[config.mk]
export PLATFORM = sky130hd
export DESIGN_NAME = hostmode_strap
export DESIGN_NICKNAME = d
export VERILOG_FILES = /design/src/rtl/strapmode_pkg.sv /design/src/rtl/strap_latch.sv /design/src/rtl/polarity_map.sv /design/src/rtl/oe_gate.sv /design/src/rtl/hostmode_strap.sv
export SDC_FILE = /design/constraint.sdc
export NUM_CORES = 1
export LEC_CHECK = 0
export ABC_AREA = 1
export BUFFER_PORTS_ARGS = -buffer_cell sky130_fd_sc_hd__buf_2
export CAP_MARGIN = 15
export CORE_AREA = 2 2 39 41
export DETAILED_ROUTE_END_ITERATION = 16
export DIE_AREA = 0 0 41 43
export GPL_TIMING_DRIVEN = 0
export PLACE_DENSITY = 0.3
export SYNTH_ARGS = -nofsm -noshare
export SYNTH_HDL_FRONTEND = slang
export SYNTH_SLANG_ARGS = --single-unit
[constraint.sdc]
create_clock -name clk -period 0.8 [get_ports clk]
set_clock_uncertainty 0.2 [all_clocks]
set_input_delay 0.04 -clock clk [delete_from_list [all_inputs] [get_ports clk]]
set_output_delay 0.04 -clock clk [all_outputs]
set_load 0.005 [all_outputs]
[src/rtl/strapmode_pkg.sv]
package strapmode_pkg;

    localparam int MODE_W = 2;

    typedef enum logic [MODE_W-1:0] {
        MODE_AT  = 2'd0,
        MODE_PS2 = 2'd1,
        MODE_M30 = 2'd2
    } hostmode_e;

    typedef struct packed {
        hostmode_e mode;
    } latch_t;

    function automatic hostmode_e decode_straps(input logic sel, input logic aux);
        if (sel) begin
            return MODE_AT;
        end else if (aux) begin
            return MODE_PS2;
        end else begin
            return MODE_M30;
        end
    endfunction

endpackage

[src/rtl/strap_latch.sv]
module strap_latch
    import strapmode_pkg::*;
(
    input  logic      clk,
    input  logic      rst_n,
    input  logic      strap_sel,
    input  logic      strap_aux,
    output hostmode_e mode_o
);

    latch_t st_d;
    latch_t st_q;

    always_comb begin
        st_d = st_q;
        if (!rst_n) begin
            st_d.mode = decode_straps(strap_sel, strap_aux);
        end
    end

    always_ff @(posedge clk) begin
        st_q <= st_d;
    end

    assign mode_o = st_q.mode;

    // mode is frozen outside reset
    a_r5_mode_frozen: assert property (@(posedge clk) disable iff (!rst_n)
        $past(rst_n) |-> $stable(st_q.mode));

    // the unused code never appears
    a_r4_no_code3: assert property (@(posedge clk) disable iff (!rst_n)
        st_q.mode != hostmode_e'(2'd3));

    // the first cycle after release shows the straps of the last reset edge
    a_r1_last_edge: assert property (@(posedge clk) disable iff (!rst_n)
        !$past(rst_n) |-> st_q.mode == decode_straps($past(strap_sel), $past(strap_aux)));

endmodule

[src/rtl/polarity_map.sv]
module polarity_map
    import strapmode_pkg::*;
(
    input  logic      clk,
    input  logic      rst_n,
    input  hostmode_e mode_i,
    input  logic      strap_sel,
    input  logic      tc_raw,
    input  logic      dens_int,
    output logic      tc_norm,
    output logic      densel_pin
);

    logic tc_low_active;

    always_comb begin
        tc_low_active = (mode_i == MODE_PS2);
        tc_norm       = tc_raw ^ tc_low_active;
        densel_pin    = strap_sel ? dens_int : ~dens_int;
    end

    // PS/2 inverts terminal count, the other modes pass it through
    a_r6_tc_ps2: assert property (@(posedge clk) disable iff (!rst_n)
        (mode_i == MODE_PS2) |-> (tc_norm != tc_raw));
    a_r6_tc_other: assert property (@(posedge clk) disable iff (!rst_n)
        (mode_i != MODE_PS2) |-> (tc_norm == tc_raw));

    // a live strap edge with steady density flips the pin level
    a_r7_densel_flip: assert property (@(posedge clk) disable iff (!rst_n)
        ($past(rst_n) && strap_sel != $past(strap_sel) && dens_int == $past(dens_int))
        |-> densel_pin != $past(densel_pin));

endmodule

[src/rtl/oe_gate.sv]
module oe_gate
    import strapmode_pkg::*;
#(
    parameter int N_GATED = 2
) (
    input  logic               clk,
    input  logic               rst_n,
    input  hostmode_e          mode_i,
    input  logic               dma_en,
    output logic [N_GATED-1:0] oe_o
);

    logic force_on;

    assign force_on = (mode_i == MODE_PS2);

    for (genvar g = 0; g < N_GATED; g++) begin : g_oe
        assign oe_o[g] = force_on | dma_en;

        // PS/2 always drives
        a_r9_always_on: assert property (@(posedge clk) disable iff (!rst_n)
            (mode_i == MODE_PS2) |-> oe_o[g]);
        // other modes follow the enable bit
        a_r8_follow_en: assert property (@(posedge clk) disable iff (!rst_n)
            (mode_i != MODE_PS2) |-> (oe_o[g] == dma_en));
    end

endmodule

[src/rtl/hostmode_strap.sv]
module hostmode_strap
    import strapmode_pkg::*;
(
    input  logic              clk,
    input  logic              rst_n,
    input  logic              strap_sel,
    input  logic              strap_aux,
    input  logic              tc_raw,
    input  logic              dens_int,
    input  logic              dma_en,
    output logic [MODE_W-1:0] mode_code,
    output logic              tc_norm,
    output logic              densel_pin,
    output logic              int_oe,
    output logic              drq_oe
);

    localparam int N_GATED = 2;

    hostmode_e          mode_q;
    logic [N_GATED-1:0] oe_vec;

    strap_latch u_latch (
        .clk       (clk),
        .rst_n     (rst_n),
        .strap_sel (strap_sel),
        .strap_aux (strap_aux),
        .mode_o    (mode_q)
    );

    polarity_map u_pol (
        .clk        (clk),
        .rst_n      (rst_n),
        .mode_i     (mode_q),
        .strap_sel  (strap_sel),
        .tc_raw     (tc_raw),
        .dens_int   (dens_int),
        .tc_norm    (tc_norm),
        .densel_pin (densel_pin)
    );

    oe_gate #(.N_GATED(N_GATED)) u_oe (
        .clk    (clk),
        .rst_n  (rst_n),
        .mode_i (mode_q),
        .dma_en (dma_en),
        .oe_o   (oe_vec)
    );

    assign mode_code = mode_q;
    assign int_oe    = oe_vec[0];
    assign drq_oe    = oe_vec[1];

endmodule

# == Yosys cells after proc, flatten, opt, wreduce, memory -nomap -nowiden ==
# Cells that the tools add are included.
# totals
ff_bits,2
latch_bits,0
mem_bits_rw,0
rom_bits,0
output_inout_bits,6
elab_cells,7
memories,0
# classes
addsub,0
multipliers,0
div_mod_pow,0
magnitude_cmp,0
n_eq_ne,1
n_shift,0
n_mux,2
bitwise,3
reduce_logical,0
# ops
cell,count
"equality test 2 x 1 -> 1 bit, second input constant",1
two-way mux 2 bit,1
two-way mux 1 bit,1
inverter 1 bit,1
bitwise OR 1 bit,1
XOR 1 bit,1

# == Depth between registers and ports, before layout ==
# logic_depth
ltp_word,2
mapped_depth,4
depth_no_buf,4

# == Hierarchy ==
# Synthesis repeated with hierarchy kept, for this count alone.
# unflattened
cells_unflattened,18
area_unflattened_um2,132.6
# by_module_without_submodules
mod,n_inst,cells_per_inst,area_per_inst_um2,seq_area_each_um2
strap_latch,1,6,77.6,60.1
polarity_map,1,7,32.5,0.0
oe_gate,1,5,22.5,0.0

# == Least setup slack after synthesis ==
# No wires, ideal clock.
# synth_path
path_type,register to output
start,"register u_latch.st_q, in the netlist u_latch.mode_o[1]"
end,output port int_oe
t_arrival_ns,0.708
required_ns,0.560
slack_ns,-0.148
stages_incl_launch_ff,5
path_buffers,1
path_cell_list,edfxtp_1 -> inv_1 -> nand2_1 -> nand2_1 -> buf_4
# synth_between
elab_chain_cells,2
# synth_lines
item,line,rtl
"start, declared",strap_latch.sv:12,latch_t st_q;
"start signal, assigned",strap_latch.sv:22,st_q <= st_d;
equality test 2 x 1 -> 1 bit,oe_gate.sv:15,assign force_on = (mode_i == MODE_PS2);
bitwise OR 1 bit,n/a,
"end, declared",hostmode_strap.sv:14,"output logic int_oe,"
# Every way passes these cells.

# == Final worst setup path ==
# layout_path
start,"register u_latch.st_q, in the netlist u_latch.mode_o[1]"
end,output port int_oe
# layout_between
elab_chain_cells,2
# layout_lines
item,line,rtl
equality test 2 x 1 -> 1 bit,oe_gate.sv:15,
bitwise OR 1 bit,oe_gate.sv:18,assign oe_o[g] = force_on | dma_en;
# Every way passes these cells.

==> metrics.md <==
| Metric | Value |
|---|---|
| Gpl congestion | `0.4796` |
| Sequential-to-total area share from yosys stat | `48.98%` |
| Mapped Area | `122.6 µm²` |
| DR pass1 iterations | `1` |
| Util after Layout | `20.07%` |
| Area of the core | `1384 µm²` |
| Failing checks | `negative hold slack, negative setup slack` |
| Max-Slew Margin vs Limit | `92.24%` |
| Final ANT Viol Nets | `0` |
| Post-synthesis cell count | `16` |
| Die ar. | `1763 µm²` |
| P&R area growth vs syn | `126.5%` |
| DR vias | `164` |
| Post-synthesis cell type count | `7` |
| GRT overflow | `0` |
| Die width | `41 µm` |
| Number of remaining DRC errors | `0` |
| Crit end category | `output port` |
| P per Cell Area | `1683 nW/µm²` |
| Final hold slack | `-0.09453 ns` |
| Total Wirelength | `371 µm` |
| Initial DRC count | `0` |
| Fmax | `798.7 MHz` |
| Setup ws final | `-0.4520 ns` |
| Critical Path End | `int_oe` |
| P_leak | `0.1528 nW` |
| Clk root buf | `clkbuf_4` |
| Peak supply drop | `643.3 µV` |
| Crit Path Max Fanout | `2` |
| Pre-CTS setup slack | `-0.2687 ns` |
| Total power | `0.4674 mW` |
| Ports | `13` |
| Detail Placement HPWL | `294 µm` |
| Maxcap violations | `0` |
| Placed Cells | `44` |
| WL/cell | `7.420 µm` |
| Final-report setup violation count | `5` |
| WS Path Type | `flop to output port` |
| Post-Synth Adder-Cell Area | `0%` |
| Slew Viols, Final | `0` |
| CTS max path bufs | `2` |
| Initial antenna violation count | `0` |
| Slew @ Worst Pin | `0.1163 ns` |
| FF+latch count, synth | `2` |
| Critical Path Source | `u_latch.mode_o[1]$_SDFFCE_PP0N_` |
| Setup TNS | `-1.967 ns` |
| Syn Nets | `23` |
| Hold Path Class | `input port to flop` |
| Largest register FFs | `2` |
| Status | `finished, violations left` |
| Mux cell area share after synthesis | `0%` |
| Tcrit/Tclk final | `156.5%` |
| Worst Setup Start Kind | `flop` |
| Die Y | `43 µm` |
| Largest family of logic cells by synthesized area | `simple AND/OR/NAND/NOR gates` |
| Initial Util | `8.861%` |
| Simple logic cell fraction of the synthesized area | `22.45%` |
| Yosys Warn Count | `0` |
| Worst EP required | `0.56 ns` |
| H-tree Lvls | `1` |
| Fillers | `158` |
| Clock-pin slew on the worst setup and hold paths | `0.03 ns` |
| Num CTS Buffers | `3` |
| Ant diodes | `0` |
| Port bufs | `12` |
| Synthesized area per cell | `7.664 µm²` |
| Synth Area in Compound Gates | `0%` |
| First-pass GRT wire length | `510 µm` |
| Net count, final | `43` |
| Min Tclk post-route | `1.252 ns` |
| Data arrival, critical path | `1.01 ns` |
| Total GRT Usage | `5.126%` |
| Cell Rows | `14` |
| XOR/XNOR share of the synthesized area | `7.143%` |
| Final hold viol count | `4` |
| Fin cells | `50` |
| CTS tree | `done` |
| CTS sink cnt | `2` |
| Largest net degree at the start of global routing | `4` |
| Vias in the first global route | `156` |
| Drt via density | `3.280` |
| Layout cells sized above 1 | `67.65%` |
| RSZ-0062 raised after global routing | `yes` |
-- worst min path at each step --
stage | startpoint | depth (start not counted) | slack [ns] | endpoint
floorplan | dens_int | 1 | -0.07 | densel_pin
global placement | strap_aux | 2 | 0.13 | u_latch.mode_o[1]$_SDFFCE_PP0N_
detailed placement | dens_int | 3 | 0.13 | densel_pin
CTS | strap_aux | 2 | -0.10 | u_latch.mode_o[1]$_SDFFCE_PP0N_
global route | strap_aux | 2 | -0.09 | u_latch.mode_o[1]$_SDFFCE_PP0N_
finish | strap_aux | 2 | -0.09 | u_latch.mode_o[1]$_SDFFCE_PP0N_
-- power by group --
| group | internal, mW | total (mW) | switching [mW] |
|---|---|---|---|
| clock | 0.165 | 0.218 | 0.0530 |
| sequential | 0.126 | 0.132 | 0.00634 |
| combinational | 0.0712 | 0.117 | 0.0457 |
-- critical path: stages, from the launching register on --
cell and delay [ns]:
edfxtp_1 0.41, inv_2 0.09, nand2_2 0.06, nand2_2 0.07, buf_6 0.09, buf_6 0.08
-- cells in the final DEF, fill, tap and decap left out --
cell type,count
inv_1,4
nor2_1,2
buf_4,2
edfxtp_1,2
xnor2_1,1
buf_6,4
clkbuf_4,3
inv_2,1
nand2_1,2
nand2_2,2
buf_2,10
nand3_2,1
-- synthesized netlist by cell type, drive strengths merged --
library cell,n,area [µm²]
inv,5,18.77
nand2,4,15.01
xnor2,1,8.760
nand3,1,5.000
buf,1,7.510
edfxtp,2,60.06
nor2,2,7.510
-- cells by family after synthesis --
| family | Yosys count |
|---|---|
| DFF | 2 |
| buffers and inverters | 6 |
| and+or+nand+nor | 7 |
| xor gates and xnor gates | 1 |
-- repair_timing --
| action | CTS | global route |
|---|---|---|
| gates resized for setup | 7 | 1 |
| endpoints found under the hold margin | 4 | 4 |
| pin swaps | 2 | 1 |
| endpoints found under the setup margin | 5 | 5 |
| buffers inserted | 3 | 1 |
-- stage by stage --
step                hold WS [ns]  instance area, µm²
finish                  -0.09453               277.8
global route            -0.09465               277.8
CTS                      -0.1042               274.0
detailed placement        0.1290               202.7
global placement          0.1256               202.7
floorplan               -0.07008               122.6
-- layer usage --
metal  vias up  GRT usage, %  part of all wire [%]
met2        13         7.500                    53
li1         82             -                     -
met3         0         1.571                    11
met5         -             0                     0
met1        69         3.871                    36
met4         0         8.000                     0
-- cell type report --
class,count,area [µm²],area share (%)
Clock buffer,3,22.52,8.108
Multi-Input combinational cell,8,46.29,16.67
Timing Repair Buffer,15,98.84,35.59
Sequential cell,2,60.06,21.62
Buffer,1,11.26,4.054
Tap cell,16,20.02,7.207
Inverter,5,18.77,6.757
Note: power is estimated with default switching activity, not from simulation.
